**src/rtl/prd_pkg.sv**
```systemverilog
package prd_pkg;

   typedef enum logic {
      MODE_PACKET = 1'b0,
      MODE_BUDGET = 1'b1
   } rd_mode_e;

endpackage

```
**src/rtl/prd_word_len.sv**
```systemverilog
// Valid byte count of one popped word: full width unless it closes a packet.
module prd_word_len #(
   parameter int SIZE_W = 4,
   parameter int CNT_W  = SIZE_W + 1
) (
   input  logic              is_last,
   input  logic [SIZE_W-1:0] tail_size,
   output logic [CNT_W-1:0]  nbytes
);
   localparam int FULL_BYTES = 1 << SIZE_W;

   always_comb begin
      if (!is_last || tail_size == '0)
         nbytes = CNT_W'(FULL_BYTES);
      else
         nbytes = CNT_W'(tail_size);
   end
endmodule

```
**src/rtl/prd_drop_ctr.sv**
```systemverilog
// Dropped-packet counter; SATURATE picks a sticky or a wrapping variant.
module prd_drop_ctr #(
   parameter int W        = 8,
   parameter bit SATURATE = 1'b0
) (
   input  logic         clk,
   input  logic         rst_n,
   input  logic         bump,
   output logic [W-1:0] count
);
   generate
      if (SATURATE) begin : g_sat
         always_ff @(posedge clk or negedge rst_n) begin
            if (!rst_n)
               count <= '0;
            else if (bump && count != '1)
               count <= count + W'(1);
         end
      end else begin : g_wrap
         always_ff @(posedge clk or negedge rst_n) begin
            if (!rst_n)
               count <= '0;
            else if (bump)
               count <= count + W'(1);
         end
      end
   endgenerate
endmodule

```
**src/rtl/prd_req_ctl.sv**
```systemverilog
// Request sequencer: owns busy state, mode, byte accumulation and stop rule.
module prd_req_ctl
   import prd_pkg::*;
#(
   parameter int BUDGET_W = 16,
   parameter int CNT_W    = 5
) (
   input  logic                clk,
   input  logic                rst_n,
   input  logic                req_valid,
   input  rd_mode_e            req_mode,
   input  logic [BUDGET_W-1:0] req_budget,
   input  logic                pkt_open,
   input  logic                deliver,
   input  logic [CNT_W-1:0]    nbytes,
   input  logic                eop_end,
   output logic                req_ready,
   output logic                in_gate,
   output logic                done,
   output logic [BUDGET_W+1:0] deficit
);
   localparam int ACC_W = BUDGET_W + 1;
   localparam int DEF_W = BUDGET_W + 2;

   logic                busy_q;
   rd_mode_e            mode_q;
   logic [BUDGET_W-1:0] budget_q;
   logic [ACC_W-1:0]    acc_q;
   logic                stop;
   logic [DEF_W-1:0]    diff;

   assign stop      = busy_q && (mode_q == MODE_BUDGET) && !pkt_open &&
                      (acc_q >= {1'b0, budget_q});
   assign in_gate   = busy_q && !stop;
   assign req_ready = !busy_q;
   assign diff      = {2'b00, budget_q} - {1'b0, acc_q};

   always_ff @(posedge clk or negedge rst_n) begin
      if (!rst_n) begin
         busy_q   <= 1'b0;
         mode_q   <= MODE_PACKET;
         budget_q <= '0;
         acc_q    <= '0;
         done     <= 1'b0;
         deficit  <= '0;
      end else begin
         done <= 1'b0;
         if (!busy_q) begin
            if (req_valid) begin
               busy_q   <= 1'b1;
               mode_q   <= req_mode;
               budget_q <= req_budget;
               acc_q    <= '0;
            end
         end else if (stop) begin
            busy_q  <= 1'b0;
            done    <= 1'b1;
            deficit <= diff;
         end else begin
            if (deliver)
               acc_q <= acc_q + ACC_W'(nbytes);
            if (eop_end && mode_q == MODE_PACKET) begin
               busy_q <= 1'b0;
               done   <= 1'b1;
            end
         end
      end
   end
endmodule

```
**src/rtl/prd_readout.sv**
```systemverilog
// Packet readout controller: pops flagged words, frames packets, drops errored ones.
module prd_readout
   import prd_pkg::*;
#(
   parameter int DATA_W   = 128,
   parameter int SIZE_W   = 4,
   parameter int BUDGET_W = 16,
   parameter int DROP_W   = 8,
   parameter bit DROP_SAT = 1'b0
) (
   input  logic                clk,
   input  logic                rst_n,
   input  logic                req_valid,
   output logic                req_ready,
   input  logic                req_mode,
   input  logic [BUDGET_W-1:0] req_budget,
   input  logic                in_valid,
   output logic                in_ready,
   input  logic [DATA_W-1:0]   in_data,
   input  logic                in_sop,
   input  logic                in_eop,
   input  logic                in_err,
   input  logic [SIZE_W-1:0]   in_size,
   output logic                out_valid,
   output logic [DATA_W-1:0]   out_data,
   output logic                out_first,
   output logic                out_last,
   output logic [SIZE_W:0]     out_bytes,
   output logic                done,
   output logic [BUDGET_W+1:0] deficit,
   output logic [DROP_W-1:0]   drop_count
);
   localparam int CNT_W = SIZE_W + 1;

   generate
      if (DATA_W != 8 * (1 << SIZE_W)) begin : g_bad_width
         $error("DATA_W must hold exactly 2**SIZE_W bytes");
      end
      if (BUDGET_W < 2) begin : g_bad_budget
         $error("BUDGET_W must be at least 2");
      end
      if (DROP_W < 1) begin : g_bad_drop
         $error("DROP_W must be at least 1");
      end
   endgenerate

   logic             open_q;
   logic             drop_q;
   logic             in_gate;
   logic             pop;
   logic             stray;
   logic             take;
   logic             drop_now;
   logic             deliver;
   logic             eop_end;
   logic [CNT_W-1:0] nbytes;

   assign in_ready = in_gate;
   assign pop      = in_valid && in_gate;
   assign stray    = !open_q && !in_sop;
   assign take     = pop && !stray;
   assign drop_now = open_q ? drop_q : in_err;
   assign deliver  = take && !drop_now;
   assign eop_end  = take && in_eop;

   always_ff @(posedge clk or negedge rst_n) begin
      if (!rst_n) begin
         open_q <= 1'b0;
         drop_q <= 1'b0;
      end else if (take) begin
         if (in_eop) begin
            open_q <= 1'b0;
            drop_q <= 1'b0;
         end else if (!open_q) begin
            open_q <= 1'b1;
            drop_q <= in_err;
         end
      end
   end

   prd_word_len #(.SIZE_W(SIZE_W), .CNT_W(CNT_W)) u_len (
      .is_last   (in_eop),
      .tail_size (in_size),
      .nbytes    (nbytes)
   );

   prd_req_ctl #(.BUDGET_W(BUDGET_W), .CNT_W(CNT_W)) u_ctl (
      .clk        (clk),
      .rst_n      (rst_n),
      .req_valid  (req_valid),
      .req_mode   (rd_mode_e'(req_mode)),
      .req_budget (req_budget),
      .pkt_open   (open_q),
      .deliver    (deliver),
      .nbytes     (nbytes),
      .eop_end    (eop_end),
      .req_ready  (req_ready),
      .in_gate    (in_gate),
      .done       (done),
      .deficit    (deficit)
   );

   prd_drop_ctr #(.W(DROP_W), .SATURATE(DROP_SAT)) u_drop (
      .clk   (clk),
      .rst_n (rst_n),
      .bump  (eop_end && drop_now),
      .count (drop_count)
   );

   assign out_valid = deliver;
   assign out_data  = in_data;
   assign out_first = !open_q;
   assign out_last  = in_eop;
   assign out_bytes = nbytes;
endmodule

```
**config.mk**
```make
export PLATFORM = sky130hd
export DESIGN_NAME = prd_readout
export DESIGN_NICKNAME = d
export VERILOG_FILES = /design/src/rtl/prd_pkg.sv /design/src/rtl/prd_word_len.sv /design/src/rtl/prd_drop_ctr.sv /design/src/rtl/prd_req_ctl.sv /design/src/rtl/prd_readout.sv
export SDC_FILE = /design/constraint.sdc
export NUM_CORES = 1
export LEC_CHECK = 0
export BUFFER_PORTS_ARGS = -buffer_cell sky130_fd_sc_hd__clkbuf_2
export CAP_MARGIN = 30
export CORE_AREA = 3 3 123 125
export CTS_CLUSTER_DIAMETER = 50
export DETAILED_ROUTE_END_ITERATION = 8
export DIE_AREA = 0 0 126 128
export PLACE_DENSITY_LB_ADDON = 0.15
export SYNTH_ARGS = -nofsm -noshare
export SYNTH_HDL_FRONTEND = slang
export SYNTH_SLANG_ARGS = --single-unit
```
**constraint.sdc**
```tcl
create_clock -name clk -period 8 [get_ports clk]
set_input_delay 2 -clock clk [delete_from_list [all_inputs] [get_ports clk]]
set_output_delay 2 -clock clk [all_outputs]
set_load 0.02 [all_outputs]
```
Word-level counts from Yosys, hierarchy flattened
Index checks and enable logic that the tools add are counted.
Widths: inputs -> output; s select.
- flip-flop bits (word level): 64
- input bits: 156
- output and inout port bits: 165
- logic and storage cells: 56
- $add $sub $neg: 3
- magnitude comparators: 1
- equality and inequality tests: 2
- mux-type cells: 15
- bitwise operators: 2
- reduce and logical (&&, ||, !) cells: 24
- operators by type and width (operator ; count):
    $mux 17 ; 4
    $sub 16x17->18 ; 1
    $add 17x5->17 ; 1
    $ge 17x16->1 ; 1
    $logic_and 1x1->1 ; 11
    $mux 1 ; 10
    $add 8x1->8 const B ; 1
    $logic_not 1->1 ; 7
    $mux 5 ; 1
    $logic_not 4->1 ; 1
    $ne 2x2->1 const B ; 2
    $reduce_and 2->1 ; 2
    $reduce_and 3->1 ; 1
    $not 1->1 ; 2
    $reduce_bool 2->1 ; 1
    $logic_or 1x1->1 ; 1

Logic depth before layout (Yosys ltp)
- depth after elaboration: 12
- gate-level depth with buffers: 12

Hierarchy
A second synthesis with hierarchy kept.
- cells, all modules: 528
- area total of the unflattened synthesis: 5083.6 µm²
- by module, submodules not included (module ; times used ; cells each ; area each (µm²) ; seq. area each (µm²)):
    prd_req_ctl ; 1 ; 354 ; 3601.0 ; 1351.3
    prd_readout ; 1 ; 143 ; 1102.3 ; 50.0
    prd_drop_ctr ; 1 ; 26 ; 337.8 ; 200.2
    prd_word_len ; 1 ; 5 ; 42.5 ; 0.0

Worst setup path after synthesis
Ideal clock, no wire load.
- path kind: input to output
- from: input port in_err
- to: output port out_valid
- data arrival time: 2.925 ns
- required time: 6.000 ns
- path slack: 3.075 ns
- cell stages on the path: 4
- path buffers: 1
- path through: mux2_2 > or3_4 > buf_6 > inv_2
- word-level cells in the longest chain between the ends: 3
- ends and longest elaborated chain (element ; RTL line ; text):
    start, declared ; prd_readout.sv:22 ; input logic in_err,
    $mux 1 ; - ;
    $logic_not 1->1 ; prd_readout.sv:63 ; assign deliver = take && !drop_now;
    $logic_and 1x1->1 ; prd_readout.sv:63 ;
    end, declared ; prd_readout.sv:24 ; output logic out_valid,
No other way between the ends.

Worst setup path in the final report
- from: input port in_sop
- to: output port out_valid
- word-level cells in the longest chain between the ends: 5
- ends and longest elaborated chain (element ; RTL line ; text):
    start, declared ; prd_readout.sv:20 ; input logic in_sop,
    $logic_not 1->1 ; prd_readout.sv:60 ; assign stray = !open_q && !in_sop;
    $logic_and 1x1->1 ; prd_readout.sv:60 ;
    $logic_not 1->1 ; prd_readout.sv:61 ; assign take = pop && !stray;
    $logic_and 1x1->1 ; prd_readout.sv:61 ;
    $logic_and 1x1->1 ; prd_readout.sv:63 ;
No other way between the ends.

==> results.cfg <==
[status]
outcome = finished, final reports clean

[sta]
fin_skew_ns = 0.006039
maxSlewHeadroom_pct = 43.67
finalHoldViolCount = 0
finalSetupViolations = 0
drv_slew = 0
fin_crit_sh_pct = 65.59
fin_crit_ns = 5.247
max_freq_mhz = 190.6
grt_setup_unrepaired = no
setup_ws_ns = 2.753
finalSetupTns_ns = 0
worst_pin_slew_ns = 0.8450

[floorplanning]
chipWidth_um = 126
start_util_pct = 34.88
pin_count = 321
dieArea_um2 = 16130
die_h_um = 128
core_area_um2 = 13990
rows = 43

[synthesis]
async_flop_share_pct = 100.0
synth_compound_area_share_pct = 15.69
synth_warnings = 0
synth_edf_count = 0
yosysTopAreaCellShare_pct = 32.82
syn_area_um2 = 4880
seq_area_frac_synth_pct = 32.82
synth_nets = 711
synth_xor_area_share_pct = 3.769
synth.avg_cell_area_um2 = 9.190
synthSimpleGateAreaFrac_pct = 12.74
synthFlopType = dfrtp_1
synth_cell_type_count = 57
synth_top_family_by_area = buffers and inverters
synth_adder_area_share_pct = 6.462
yosysTopAreaCell = dfrtp_1
postSynthCellCount = 531
synth_mux_area_share_pct = 4.564
synth_top_cells_by_area = dfrtp_1, buf_4, ha_1
synth-seq-cells = 64

[setup_path]
reg2reg_setup_slack_ns = 5.06
critical_path_class = in2out
crit_arrival_ns = 3.25
reg2reg_depth = 9
crit_required_ns = 6.00
cp-end-kind = primary output
start_kind = input port
critPathMaxFanout = 13

[pwr]
leakage_uw = 0.002123
sequentialPowerShare_pct = 27.0
switching_share_pct = 44.58
p_per_area_nw_per_um2 = 427.8
combPwrFrac_pct = 54.4
switchingPower_uw = 894.4
ir_worst_vdd_mv = 0.2162
p_int_uw = 1112
clock_power_share_pct = 18.6

[route]
drt_iter0_markers = 159
dr.pass1.iters = 4
ant_nets = 0
wl_per_cell_um = 17.21
num_vias = 3241
wirelength_mm = 11.22
via_per_inst = 4.971
drc = 0

[clock_tree]
numCtsBuffers = 9
cts.sink_count = 64
cts_max_level = 3
cts_setup_buffers = 0
clk_path_buf_depth = 2
clk_pin_slew_ns = 0.05
clk-insertion-delay-late_ns = 0.33
cts_tree = built
ctsHoldBuffers = 0
cts_root_buffer = clkbuf_16
cts.repair.resized = 0

[worst_hold_path]
hold_class = reg2reg
worstHoldPathCells = 1

[layout]
layout_common_cells = dfrtp_1, clkbuf_2, nand2_1
syn_to_final_growth_pct = -3.897
fin_util_pct = 33.52
fill_cells = 1478
finalInstanceArea_um2 = 4690
nets = 647
antenna_cells = 0
drive_gt1_share_pct = 25.42

[global_route]
grt_use_total_pct = 14.27
antenna_found_initial = 0
grt_pass1_vias = 3322
grt_max_degree = 65
grt_overflow = 0
grt_pass1_wl_mm = 18.00

[run]
drv_cap = 0

[placed_design]
port_buffers = 64
dpl-instance-area_um2 = 4403
dp_hpwl_mm = 8.612
gp_congestion = 0.8294
place_ws_ns = 2.763
-- sequential cells by signal (all words and copies together), names as in the netlist --
register / count
drop_q: 1
open_q: 1
u_ctl.acc_q: 17
u_ctl.budget_q: 16
u_ctl.busy_q: 1
u_ctl.deficit: 18
u_ctl.done: 1
u_ctl.mode_q: 1
u_drop.count: 8
-- power by group through the flow --
| stage | logic, µW | clock network, µW | registers [µW] |
|---|---|---|---|
| after CTS | 1110 | 388 | 546 |
| after detailed placement | 1100 | 0 | 551 |
| after global routing | 1230 | 402 | 562 |
| after global placement | 1090 | 0 | 548 |
| final | 1090 | 372 | 542 |
| after floorplan | 905 | 0 | 575 |
-- synth_stat cells (4+ instances only) --
library cell,n
ha_1,22
xor2_1,9
xnor2_1,12
dfrtp_1,64
inv_1,26
o21ai_1,17
a21o_1,8
nor2_1,16
o31ai_1,8
nand4_1,5
and2_1,5
o22ai_1,5
nor4_1,4
a21oi_1,23
o21bai_1,4
buf_6,5
buf_4,129
buf_2,4
nand2b_1,4
o21ai_0,20
mux2_2,17
nor3_1,8
nand3_1,13
nand2_1,45
o21a_1,4
-- metal layers --
layer / up-vias / wire (µm) / GRT usage, % / share of wire, %
li1: 1581 / - / - / -
met4: 0 / 352 / 6.057 / 3.1
met3: 42 / 867 / 6.250 / 7.7
met2: 149 / 5367 / 23.00 / 48
met1: 1469 / 4633 / 16.59 / 41
met5: - / 0 / 0 / 0
-- final timing paths --
| check | start | endpoint |
|---|---|---|
| max | in_sop | out_valid |
| min | u_drop.count[7]$_DFFE_PN0P_ | u_drop.count[7]$_DFFE_PN0P_ |
| min reg2reg | u_drop.count[7]$_DFFE_PN0P_ | u_drop.count[7]$_DFFE_PN0P_ |
| max in group asynchronous | rst_n | u_ctl.deficit[8]$_DFFE_PN0N_ |
| min in group asynchronous | rst_n | u_drop.count[7]$_DFFE_PN0P_ |
| max reg2reg | u_ctl.acc_q[0]$_DFFE_PN0P_ | u_ctl.acc_q[15]$_DFFE_PN0P_ |
-- metrics by stage --
step           hold WS [ns]  instances  power (µW)
2_1_floorplan        0.4507        531        1480
3_3_place_gp         0.4661        635        1641
3_5_place_dp         0.4641        636        1652
4_1_cts              0.4812        652        2039
5_1_grt              0.5104        652        2199
6_report             0.4749        652        2006
-- critical path, cell delays in order --
cell and delay [ns]:
clkbuf_2 0.08, o211ai_1 0.59, or3_4 0.38, inv_2 0.04
clkbuf_2 0.15
-- area by class of cell --
type | instances | area, µm² | share of cell area, %
timing repair buffer | 67 | 350.3 | 7.471
clock buffer | 14 | 274.0 | 5.843
multi-input combinational | 296 | 2117 | 45.14
clock inverter | 2 | 12.51 | 0.2668
tap | 180 | 225.2 | 4.803
sequential | 64 | 1602 | 34.15
inverter | 29 | 108.9 | 2.321
-- kinds of logic (layout without fill, tap and decap cells) --
| logic type | count (synthesis) | after routing |
|---|---|---|
| AOI/OAI and AO/OA | 113 | 113 |
| xor gates and xnor gates | 21 | 21 |
| adders and majority gates | 24 | 24 |
| buffers and inverters | 171 | 112 |
| DFF | 64 | 64 |
| muxes | 20 | 20 |
| and+or+nand+nor | 118 | 118 |
Note: power is estimated with default switching activity, not from simulation.
